### src/rtl/otg_stat_pkg.sv
package otg_stat_pkg;
   localparam int unsigned LINE_LO   = 0;
   localparam int unsigned LINE_W    = 2;
   localparam int unsigned ID_BIT    = 3;
   localparam int unsigned SENSE_BIT = 4;
   localparam int unsigned VBUS_BIT  = 5;
   localparam int unsigned SVAL_BIT  = 6;
   localparam int unsigned SEND_BIT  = 7;
   localparam int unsigned PGOOD_BIT = 8;
   localparam int unsigned MIN_W     = PGOOD_BIT + 1;

   typedef struct packed {
      logic vld;
      logic lvl;
   } otg_evt_t;

   typedef struct packed {
      logic             pgood;
      logic             send;
      logic             sval;
      logic             vbus;
      logic             sense;
      logic             id;
      logic [LINE_W-1:0] line;
   } otg_fields_t;
endpackage

### src/rtl/otg_vbus_track.sv
module otg_vbus_track
   import otg_stat_pkg::*;
(
   input  logic     clk,
   input  logic     rst_n,
   input  otg_evt_t evt,
   output logic     vbus_q,
   output logic     chg_pulse
);
   logic differs;
   assign differs = evt.vld && (evt.lvl != vbus_q);

   always_ff @(posedge clk or negedge rst_n) begin
      if (!rst_n) begin
         vbus_q    <= 1'b0;
         chg_pulse <= 1'b0;
      end else begin
         chg_pulse <= differs;
         if (evt.vld) vbus_q <= evt.lvl;
      end
   end

   // a request only follows an event that moved the stored bit
   p_pulse_on_move_r3: assert property (@(posedge clk) disable iff (!rst_n)
      chg_pulse |-> ($past(evt.vld) && (vbus_q != $past(vbus_q))));
   // a repeated level raises nothing
   p_no_pulse_same_r4: assert property (@(posedge clk) disable iff (!rst_n)
      (evt.vld && (evt.lvl == vbus_q)) |=> !chg_pulse);
   // the event level lands in the stored bit
   p_level_copy_r2: assert property (@(posedge clk) disable iff (!rst_n)
      evt.vld |=> (vbus_q == $past(evt.lvl)));
endmodule

### src/rtl/otg_sess_track.sv
module otg_sess_track
   import otg_stat_pkg::*;
(
   input  logic     clk,
   input  logic     rst_n,
   input  otg_evt_t evt,
   output logic     sess_valid,
   output logic     sess_end
);
   always_ff @(posedge clk or negedge rst_n) begin
      if (!rst_n) begin
         sess_valid <= 1'b0;
         sess_end   <= 1'b0;
      end else if (evt.vld) begin
         sess_valid <= evt.lvl;
         sess_end   <= !evt.lvl;
      end
   end

   // the two session flags never coexist
   p_sess_exclusive_r5: assert property (@(posedge clk) disable iff (!rst_n)
      $onehot0({sess_valid, sess_end}));
   // an event drives the flag pair to the pattern given by its level
   p_sess_follow_r5: assert property (@(posedge clk) disable iff (!rst_n)
      evt.vld |=> (sess_valid == $past(evt.lvl)) && (sess_end != $past(evt.lvl)));
endmodule

### src/rtl/otg_pin_sample.sv
module otg_pin_sample
   import otg_stat_pkg::*;
(
   input  logic              clk,
   input  logic              rst_n,
   input  logic              pwr_good,
   input  logic              vbus_sense,
   input  logic              id_stat,
   input  logic [LINE_W-1:0] line_st,
   output logic              pgood_q,
   output logic              sense_q,
   output logic              id_q,
   output logic [LINE_W-1:0] line_q
);
   always_ff @(posedge clk or negedge rst_n) begin
      if (!rst_n) begin
         pgood_q <= 1'b0;
         sense_q <= 1'b0;
         id_q    <= 1'b0;
         line_q  <= '0;
      end else begin
         pgood_q <= pwr_good;
         sense_q <= vbus_sense;
         id_q    <= id_stat;
         line_q  <= line_st;
      end
   end

   // sampled fields track their pins one edge later
   p_pins_sampled_r7: assert property (@(posedge clk) disable iff (!rst_n)
      1'b1 |=> (line_q == $past(line_st)) && (id_q == $past(id_stat)));
endmodule

### src/rtl/otg_read_view.sv
module otg_read_view
   import otg_stat_pkg::*;
#(
   parameter int unsigned DATA_W     = 32,
   parameter int unsigned MGMT_W     = 32,
   parameter int unsigned DET_EN_BIT = 9,
   parameter bit          REG_READ   = 1'b1
) (
   input  logic              clk,
   input  logic              rst_n,
   input  logic              rd,
   input  otg_fields_t       fields,
   input  logic [MGMT_W-1:0] mgmt,
   output logic [DATA_W-1:0] rdata
);
   localparam int unsigned FW = $bits(otg_fields_t);
   localparam int unsigned PAD_W = DATA_W - MIN_W;

   initial begin
      assert (DATA_W >= MIN_W) else $error("read width too small");
      assert (DET_EN_BIT < MGMT_W) else $error("enable bit outside word");
      assert (FW == MIN_W - 1) else $error("field layout mismatch");
   end

   otg_fields_t shown;
   logic [DATA_W-1:0] word;

   always_comb begin
      shown = fields;
      if (!mgmt[DET_EN_BIT]) shown.vbus = 1'b0;
   end

   // bit 2 is a reserved zero slot between ID and line state
   generate
      if (PAD_W > 0) begin : g_pad
         assign word = {{PAD_W{1'b0}}, shown.pgood, shown.send, shown.sval,
                        shown.vbus, shown.sense, shown.id, 1'b0, shown.line};
      end else begin : g_nopad
         assign word = {shown.pgood, shown.send, shown.sval,
                        shown.vbus, shown.sense, shown.id, 1'b0, shown.line};
      end

      if (REG_READ) begin : g_reg
         always_ff @(posedge clk or negedge rst_n) begin
            if (!rst_n)  rdata <= '0;
            else if (rd) rdata <= word;
         end
         // no read, no change
         p_hold_r10: assert property (@(posedge clk) disable iff (!rst_n)
            !rd |=> $stable(rdata));
         // detection disabled hides the VBUS bit
         p_mask_r6: assert property (@(posedge clk) disable iff (!rst_n)
            (rd && !mgmt[DET_EN_BIT]) |=> !rdata[VBUS_BIT]);
      end else begin : g_comb
         assign rdata = rd ? word : '0;
      end
   endgenerate
endmodule

### src/rtl/otg_status_mon.sv
module otg_status_mon
   import otg_stat_pkg::*;
#(
   parameter int unsigned DATA_W     = 32,
   parameter int unsigned MGMT_W     = 32,
   parameter int unsigned DET_EN_BIT = 9,
   parameter bit          REG_READ   = 1'b1
) (
   input  logic                     clk,
   input  logic                     rst_n,
   input  logic                     vbus_evt,
   input  logic                     vbus_lvl,
   input  logic                     sess_evt,
   input  logic                     sess_lvl,
   input  logic                     pwr_good,
   input  logic                     vbus_sense,
   input  logic                     id_stat,
   input  logic [1:0]               line_st,
   input  logic [MGMT_W-1:0]        pm_word,
   input  logic                     bus_rd,
   input  logic                     bus_wr,
   input  logic [DATA_W-1:0]        bus_wdata,
   output logic [DATA_W-1:0]        bus_rdata,
   output logic                     vbus_chg_irq
);
   initial begin
      assert (LINE_W == 2) else $error("line state width mismatch");
   end

   otg_evt_t    vbus_e, sess_e;
   otg_fields_t fld;
   logic        unused_wr_bits;

   assign vbus_e = '{vld: vbus_evt, lvl: vbus_lvl};
   assign sess_e = '{vld: sess_evt, lvl: sess_lvl};
   // the status word is read-only; write traffic is deliberately dropped
   assign unused_wr_bits = ^{bus_wr, bus_wdata};

   otg_vbus_track u_vbus (
      .clk(clk), .rst_n(rst_n), .evt(vbus_e),
      .vbus_q(fld.vbus), .chg_pulse(vbus_chg_irq)
   );

   otg_sess_track u_sess (
      .clk(clk), .rst_n(rst_n), .evt(sess_e),
      .sess_valid(fld.sval), .sess_end(fld.send)
   );

   otg_pin_sample u_pins (
      .clk(clk), .rst_n(rst_n),
      .pwr_good(pwr_good), .vbus_sense(vbus_sense),
      .id_stat(id_stat), .line_st(line_st),
      .pgood_q(fld.pgood), .sense_q(fld.sense),
      .id_q(fld.id), .line_q(fld.line)
   );

   otg_read_view #(
      .DATA_W(DATA_W), .MGMT_W(MGMT_W),
      .DET_EN_BIT(DET_EN_BIT), .REG_READ(REG_READ)
   ) u_view (
      .clk(clk), .rst_n(rst_n), .rd(bus_rd),
      .fields(fld), .mgmt(pm_word), .rdata(bus_rdata)
   );

   // a write alone leaves the event-driven bits untouched
   p_write_ignored_r9: assert property (@(posedge clk) disable iff (!rst_n)
      (bus_wr && !vbus_evt && !sess_evt) |=>
         ($stable(fld.vbus) && $stable(fld.sval) && $stable(fld.send) && !vbus_chg_irq));
   // joint events land together
   p_joint_events_r8: assert property (@(posedge clk) disable iff (!rst_n)
      (vbus_evt && sess_evt) |=> (fld.vbus == $past(vbus_lvl)) && (fld.sval == $past(sess_lvl)));
endmodule

### config.mk
export PLATFORM = sky130hd
export DESIGN_NAME = otg_status_mon
export DESIGN_NICKNAME = d
export VERILOG_FILES = /design/src/rtl/otg_stat_pkg.sv /design/src/rtl/otg_vbus_track.sv /design/src/rtl/otg_sess_track.sv /design/src/rtl/otg_pin_sample.sv /design/src/rtl/otg_read_view.sv /design/src/rtl/otg_status_mon.sv
export SDC_FILE = /design/constraint.sdc
export NUM_CORES = 1
export LEC_CHECK = 0
export CORE_MARGIN = 1.5
export CORE_UTILIZATION = 24
export CTS_BUF_LIST = sky130_fd_sc_hd__clkbuf_16
export CTS_CLUSTER_SIZE = 20
export DETAILED_ROUTE_END_ITERATION = 10
export GPL_TIMING_DRIVEN = 0
export HOLD_SLACK_MARGIN = 0.03
export PLACE_DENSITY = 0.79
export SYNTH_ARGS = -nofsm -noshare
export SYNTH_HDL_FRONTEND = slang
export SYNTH_SLANG_ARGS = --single-unit
### constraint.sdc
create_clock -name clk -period 1 [get_ports clk]
set_input_delay 0.2 -clock clk [delete_from_list [all_inputs] [get_ports clk]]
set_output_delay 0.2 -clock clk [all_outputs]
set_load 0.03 [all_outputs]
==> results of run 1 <==
[metal layers]
layer  routed length (microns)  up-vias
li1                          -      240
met1                       490      210
met2                       771       24
met3                       110        0
met4                         0        0
met5                         0        -
[flip-flops by register name, indices dropped and copies added (netlist names)]
register,flops
u_view.rdata,8
u_pins.id_q,1
u_sess.sess_end,1
u_pins.pgood_q,1
u_sess.sess_valid,1
u_pins.line_q,2
u_pins.sense_q,1
u_vbus.chg_pulse,1
u_vbus.vbus_q,1
[power by group]
part | switching [uW] | internal, uW | total [uW]
registers | 36.3 | 751 | 787
clock network | 245 | 534 | 779
logic | 281 | 250 | 531
[final cells by class]
class	count	area [sq um]	area share (%)
sequential	17	425.4	34.48
tap	44	55.05	4.462
multi-input combinational	39	251.5	20.39
buffer	25	191.4	15.52
clock inverter	1	5.005	0.4057
clock buffer	3	75.07	6.085
inverter	1	3.754	0.3043
timing repair buffer	23	226.5	18.36
[worst paths after layout]
check | from | end | slack, ns | depth (start not counted)
max in group asynchronous | rst_n | u_vbus.vbus_q | 0.53 | 1
min in group clk | bus_rd | u_view.rdata[5] | 0.24 | 2
setup / recovery | u_view.rdata[3] | bus_rdata[3] | 0.02 | 1
setup reg to reg | u_view.rdata[7] | u_view.rdata[7] | 0.11 | 2
hold reg to reg | u_pins.line_q[0] | u_view.rdata[0] | 0.48 | 1
hold / removal | rst_n | u_view.rdata[8] | 0.01 | 1
[through the flow]
stage / total power [uW] / instances / setup slack (ns)
2_1_floorplan: 1142 / 82 / 0.1113
3_3_place_gp: 1289 / 146 / -0.2101
3_5_place_dp: 1300 / 146 / -0.2138
4_1_cts: 2072 / 150 / 0.0005874
5_1_grt: 2197 / 153 / -0.001570
6_report: 2097 / 153 / 0.01783
[kinds of logic (layout without fill, tap and decap cells)]
family	after synthesis	in the layout	share of synthesized area [%]
XOR/XNOR	1	1	1.115
other	1	24	0.4772
AND/OR/NAND/NOR	3	3	1.910
flip-flops	17	17	54.14
buffers and inverters	26	53	24.84
multiplexers	9	9	16.24
AO/OA/AOI/OAI	2	2	1.273
[what timing repair did]
action / 4_1_cts / 5_1_grt
setup endpoints to repair: 9 / 23
hold buffers: 0 / 0
buffers inserted: 0 / 3
resized for setup: 52 / 12
[synthesized netlist by cell type]
cell type / n
buf_4: 24
dfrtp_1: 17
mux2_4: 7
mux2_2: 2
a21oi_1: 1
and2_1: 1
buf_6: 1
conb_1: 1
inv_1: 1
nand3_1: 1
nor2_1: 1
o21ai_0: 1
xor2_1: 1
==> flow_summary.toml, run 1 <==
[die]
row_count = 20
initial_core_util_pct = 25.53
die_h_microns = 60.22
design.core.area_sq_um = 3078
io_pins = 110
die_area_sq_um = 3626
die_w_microns = 60.22

[final_layout]
drive_gt1_share_pct = 45.87
fin_util_pct = 40.08
mostFrequentLayoutCells = "buf_4, conb_1, dfrtp_1, clkdlybuf4s50_1, buf_6"
mostFrequentLayoutCell = "buf_4"
finish.instance_area_sq_um = 1234
nFillCells = 315
final_nets = 187
n_antenna_cell = 0
area_delta_synth_final_pct = 57.01

[critical_path]
cp-end-kind = "output port"
path_max_fanout = 2
slowest_stage = "dfrtp_1"
crit_buf_inv = 1
worstSetupPathType = "reg2out"
path_cells = "buf_4"
required_ns = 0.80
cp_top_family = "flip-flops"
cp-start-kind = "flip-flop"
cp_slowest_stage_delay_ns = 0.37
arrival_ns = 0.78

[cts]
h-tree-depth = 1
cts_num_sinks = 17
clock_tree.buffer_depth = 2
clk_latency_ns = 0.24
clk_pin_slew_ns = 0.05
numCtsBuffers = 3
cts_tree = "yes"
cts-root-buf = "clkbuf_16"

[global_route]
antenna_found_initial = 0
grt-ovfl-total = 0
grt_util_met3_pct = 3.680
grt.busiest_layer = "met2"
grt_usage_pct = 8.102
grt_pass1_wl_microns = 2118
gr-usage-met1_pct = 8.400
grt_max_degree = 18
grt_util_met2_pct = 14.75
first_global_vias = 467

[drt]
wl_per_cell_microns = 8.967
drt-initial-drc-count = 2
drtAntennaViolNets = 0
vias = 474
routed_via_density = 3.098
drc = 0
wirelength_microns = 1372
dr.pass1.iters = 2

[timing]
clock.fmax_mhz = 1018
setup-tns-final_ns = 0
min_period_ns = 0.9822
report.final.setup_viol = 0
clock_skew_ns = 0.0003663
maxSlewHeadroom_pct = 50.69
finalCritPeriodShare_pct = 98.22
finalHoldViolations = 0
fin_hold_ws_ns = 0.009663
tightest_slew_ns = 0.7384
maxSlewViolCount = 0

[power]
ir_worst_vdd_mv = 0.7495
power.density_nw_per_um2 = 1700
p_leak_uw = 0.0006549

[yosys]
ys_warn_count = 0
synthesis.area_sq_um = 785.8
syn_avg_cell_area_sq_um = 13.32
yosysTopAreaCellShare_pct = 54.14
synth_cells = 59
yosysUniqueCellTypes = 13
yosys.area.top_type = "dfrtp_1"
ys_top_cells_by_area = "dfrtp_1, buf_4, mux2_4"
yosysSeqAreaShare_pct = 54.14
ys_seq_elements = 17

[min_path]
hold_class = "in2async"

[placement]
gp_congestion = 0.6590
place_area_sq_um = 1127
io_buffer_count = 20

[run_status]
status = "finished clean"

[flow_run]
maxCapViolations = 0
Note: power is estimated with default switching activity, not from simulation.
==> inputs of run 2 (changes only) <==
--- a/config.mk
+++ b/config.mk
@@ -6,13 +6,13 @@
 export NUM_CORES = 1
 export LEC_CHECK = 0
 export CORE_MARGIN = 1.5
-export CORE_UTILIZATION = 24
+export CORE_UTILIZATION = 26
 export CTS_BUF_LIST = sky130_fd_sc_hd__clkbuf_16
 export CTS_CLUSTER_SIZE = 20
 export DETAILED_ROUTE_END_ITERATION = 10
 export GPL_TIMING_DRIVEN = 0
 export HOLD_SLACK_MARGIN = 0.03
-export PLACE_DENSITY = 0.79
+export PLACE_DENSITY = 0.85
 export SYNTH_ARGS = -nofsm -noshare
 export SYNTH_HDL_FRONTEND = slang
 export SYNTH_SLANG_ARGS = --single-unit
==> constraint.sdc (replaced) <==
create_clock -name clk -period 1.2 [get_ports clk]
set_input_delay 0.24 -clock clk [delete_from_list [all_inputs] [get_ports clk]]
set_output_delay 0.24 -clock clk [all_outputs]
set_load 0.03 [all_outputs]
==> flow_summary.toml, run 2 (same netlist as run 1, synthesis figures left out) <==
[run_status]
status = "finished clean"

[timing]
finalCritPeriodShare_pct = 96.14
fin_ws_ns = 0.04627
fin_hold_ws_ns = 0.2753
min_period_ns = 1.154
tightest_slew_ns = 0.7537
clock_skew_ns = 0.002019
maxSlewViolCount = 0
maxSlewHeadroom_pct = 49.59
clock.fmax_mhz = 866.8
setup-tns-final_ns = 0
finalHoldViolations = 0
rsz0062_at_grt = "false"
report.final.setup_viol = 0

[drt]
wirelength_microns = 1297
routed.top_layer = "met3"
vias = 471
wl_met1_microns = 475
drt-initial-drc-count = 9
met2WireLength_microns = 700
drc = 0
wl_per_cell_microns = 9.467
drtAntennaViolNets = 0
wl_met3_microns = 121
dr.pass1.iters = 6
routed_via_density = 3.438

[final_layout]
final_nets = 184
largest_register_ffs = 8
n_antenna_cell = 0
regMostFlops = "u_view.rdata"
fin_cells = 137
reg.largest.list = "u_view.rdata: 8 flops, u_pins.line_q: 2 flops"
mostFrequentLayoutCells = "buf_4, conb_1, dfrtp_1, clkdlybuf4s50_1, clkdlybuf4s15_2"
fin_util_pct = 42.64
drive_gt1_share_pct = 44.34
area_delta_synth_final_pct = 52.23

[global_route]
grt_usage_pct = 8.912
grt-ovfl-total = 0
grt_max_degree = 18
first_global_vias = 448
antenna_found_initial = 0
grt_pass1_wl_microns = 2194

[die]
io_pins = 110
die_h_microns = 57.98
initial_core_util_pct = 28.01
die_area_sq_um = 3361
die_w_microns = 57.98
row_count = 19
design.core.area_sq_um = 2805

[cts]
clock_tree.buffer_depth = 2
cts_num_sinks = 17
clk_pin_slew_ns = 0.05
clk_latency_ns = 0.24
numCtsBuffers = 3
cts-root-buf = "clkbuf_16"
cts_tree = "yes"
postCtsHoldBufs = 0
h-tree-depth = 1

[critical_path]
cp-start-kind = "flip-flop"
cp-end-kind = "output port"
path_cells = "clkdlybuf4s15_2"
cp_top_family = "flip-flops"
required_ns = 0.96
cp_slowest_stage_delay_ns = 0.39
arrival_ns = 0.91
crit_buf_inv = 1
slowest_stage = "dfrtp_1"
path_max_fanout = 2
worstSetupPathType = "reg2out"

[flow_run]
maxCapViolations = 0

[placement]
pre_cts_ws_ns = -0.06728
io_buffer_count = 20
dp.cells = 133
gp_congestion = 0.6214

[min_path]
hold_class = "in2reg"

[power]
p_leak_uw = 0.0006215
ir_worst_vdd_mv = 0.9039
power.density_nw_per_um2 = 1429
## run 2: changes by cell type in the layout (fill, tap and decap cells not counted), sizes merged
cell,before,now
buf,37,25
clkdlybuf4s15,0,8
clkbuf,3,4
clkdlybuf4s50,10,11
dlymetal6s2s,1,0
## run 2: metal layers
layer	vias to the layer above	global-route usage (%)
met1	208	9.659
met3	0	4.688
met5	-	0
met4	0	0.9967
met2	27	15.91
li1	236	-
## run 2: through the flow
step	total power, uW	instance area, sq um
3_5_place_dp	1086	1111
3_3_place_gp	1074	1111
4_1_cts	1737	1201
6_report	1709	1196
5_1_grt	1789	1196
2_1_floorplan	951.9	872.1
## run 2: path summary, 6_finish.rpt
kind,from,endpoint,slack [ns],cells after the start
max in group asynchronous,rst_n,u_view.rdata[6],0.28,1
min,bus_rd,u_view.rdata[5],0.28,2
min reg2reg,u_pins.pgood_q,u_view.rdata[8],0.47,1
min in group asynchronous,rst_n,u_view.rdata[3],0.44,1
max reg2reg,u_vbus.vbus_q,u_vbus.chg_pulse,0.37,2
max,u_view.rdata[8],bus_rdata[8],0.05,1
## run 2: what timing repair did
action | in CTS | in global routing
gates resized for setup | 26 | 1
setup endpoints to repair | 9 | 1
setup buffers | 0 | 0
## run 2: where the power goes
part           internal [uW]  switching [uW]  total [uW]
Combinational            181             229         410
Clock                    445             203         648
Sequential               626            25.7         652
Total                   1250             458        1710
## run 2: final cells by class
class,instances,area (sq um)
inverter,1,3.754
tap,31,38.79
buffer,25,191.4
multi-input combinational,39,251.5
sequential,17,425.4
clock buffer,3,75.07
clock inverter,1,5.005
fill,282,1609
timing repair buffer,20,205.2
==> inputs of run 3 (changes only) <==
--- a/config.mk
+++ b/config.mk
@@ -5,14 +5,16 @@
 export SDC_FILE = /design/constraint.sdc
 export NUM_CORES = 1
 export LEC_CHECK = 0
+export CELL_PAD_IN_SITES_DETAIL_PLACEMENT = 1
+export CELL_PAD_IN_SITES_GLOBAL_PLACEMENT = 1
 export CORE_MARGIN = 1.5
-export CORE_UTILIZATION = 26
+export CORE_UTILIZATION = 16
 export CTS_BUF_LIST = sky130_fd_sc_hd__clkbuf_16
 export CTS_CLUSTER_SIZE = 20
 export DETAILED_ROUTE_END_ITERATION = 10
 export GPL_TIMING_DRIVEN = 0
 export HOLD_SLACK_MARGIN = 0.03
-export PLACE_DENSITY = 0.85
+export PLACE_DENSITY = 0.81
 export SYNTH_ARGS = -nofsm -noshare
 export SYNTH_HDL_FRONTEND = slang
 export SYNTH_SLANG_ARGS = --single-unit
==> flow_summary.toml, run 3 (same netlist as run 1, synthesis figures left out) <==
[final_layout]
drive_gt1_share_pct = 43.40
fin_cells = 173
area_delta_synth_final_pct = 57.80
n_antenna_cell = 0
reg.largest.list = "u_view.rdata: 8 flops, u_pins.line_q: 2 flops"
largest_register_ffs = 8
mostFrequentLayoutCells = "buf_4, conb_1, dfrtp_1, clkdlybuf4s50_1, clkdlybuf4s15_2"
multi_input_area_sq_um = 251.5
regMostFlops = "u_view.rdata"
nFillCells = 550
final_nets = 184
ff_latch_area_sq_um = 425.4

[cts]
cts_num_sinks = 17
numCtsBuffers = 3
clock_tree.buffer_depth = 2
cts-root-buf = "clkbuf_16"
h-tree-depth = 1
clk_latency_ns = 0.24
postCtsHoldBufs = 0
clk_pin_slew_ns = 0.05
cts_tree = "yes"

[placement]
io_buffer_count = 20
hpwl_microns = 1117
gp_congestion = 0.6040
pre_cts_ws_ns = -0.05665
dp.cells = 169

[critical_path]
r2r-end = "u_vbus.chg_pulse"
cp-start-kind = "flip-flop"
slowest_stage = "dfrtp_1"
cp_top_family = "flip-flops"
cp_slowest_stage_delay_ns = 0.38
path_cells = "clkdlybuf4s15_2"
cp-end-kind = "output port"
path_max_fanout = 2
r2r-start = "u_vbus.vbus_q"
ff2ff_path_depth = 2
crit_buf_inv = 1
worstSetupPathType = "reg2out"
reg2reg_slack_ns = 0.37
required_ns = 0.96
arrival_ns = 0.91

[drt]
wl_per_cell_microns = 8.266
dr.pass1.iters = 3
drt-initial-drc-count = 25
routed_via_density = 2.803
wl_met1_microns = 563
routed.top_layer = "met4"
drc = 0
met2WireLength_microns = 748
wl_met3_microns = 100
drtAntennaViolNets = 0
vias = 485
wirelength_microns = 1430

[min_path]
min_from = "bus_rd"
hold_depth = 2
holdPathEnd = "u_view.rdata[5]"
hold_class = "in2reg"

[timing]
finalHoldViolations = 0
report.final.setup_viol = 0
fin_hold_ws_ns = 0.2833
finalCritPeriodShare_pct = 95.81
maxSlewHeadroom_pct = 50.07
tightest_slew_ns = 0.7466
fin_ws_ns = 0.05024
maxSlewViolCount = 0
rsz0062_at_grt = "false"
setup-tns-final_ns = 0
clock.fmax_mhz = 869.7
min_period_ns = 1.150
clock_skew_ns = 0.0005452

[global_route]
grt_usage_pct = 5.650
grt_max_degree = 18
grt-ovfl-total = 0
grt_pass1_wl_microns = 2173
first_global_vias = 470
antenna_found_initial = 0

[die]
row_count = 25
die_h_microns = 73.08
io_pins = 110
die_area_sq_um = 5341
initial_core_util_pct = 16.64
design.core.area_sq_um = 4723
die_w_microns = 73.08

[run_status]
status = "finished clean"

[power]
p_leak_uw = 0.0006222
power_uw = 1702
ir_worst_vdd_mv = 0.3929
power.density_nw_per_um2 = 1373

[flow_run]
maxCapViolations = 0
[run 3: cell types whose count changed in the layout (fill, tap and decap cells not counted), sizes merged]
cell,before,now
inv,1,2
clkinv,1,0
[run 3: per-layer routing]
metal	global-route usage, %	vias up
li1	-	232
met1	6.022	226
met2	8.990	25
met3	1.657	2
met4	5.031	0
met5	0	-
[run 3: worst max path at each step]
stage	depth (start not counted)	endpoint	slack [ns]	startpoint
6_report	1	bus_rdata[5]	0.05	u_view.rdata[5]
5_1_grt	1	bus_rdata[5]	0.02	u_view.rdata[5]
4_1_cts	1	bus_rdata[8]	0.001	u_view.rdata[8]
3_5_place_dp	1	u_view.rdata[6]	-0.06	rst_n
3_3_place_gp	1	bus_rdata[6]	-0.05	u_view.rdata[6]
2_1_floorplan	1	u_view.rdata[0]	0.31	u_view.rdata[0]
[run 3: power by group]
| part | internal (uW) | switching, uW | leakage, uW | total, uW |
|---|---|---|---|---|
| registers | 626 | 25.8 | 0.000200 | 652 |
| logic | 181 | 229 | 0.000380 | 410 |
| clock network | 441 | 199 | 0.0000423 | 641 |
[run 3: what timing repair did]
| item | 4_1_cts | 5_1_grt |
|---|---|---|
| buffers inserted | 0 | 0 |
| endpoints found under the setup margin | 9 | 1 |
| gates resized for setup | 26 | 1 |
| pin swaps | 0 | 0 |
[run 3: layout make-up]
cell class	instances	area share, %
clock buffer	3	6.054
sequential	17	34.31
tap	67	6.761
inverter	1	0.3027
clock inverter	1	0.3027
buffer	25	15.44
multi-input combinational	39	20.28
timing repair buffer	20	16.55
[run 3: per-stage QoR]
step	instance area (sq um)	utilization [%]
global route	1240	26.25
CTS	1245	26.36
floorplan	872.1	-
detailed placement	1156	24.48
finish	1240	26.25
global placement	1156	24.48
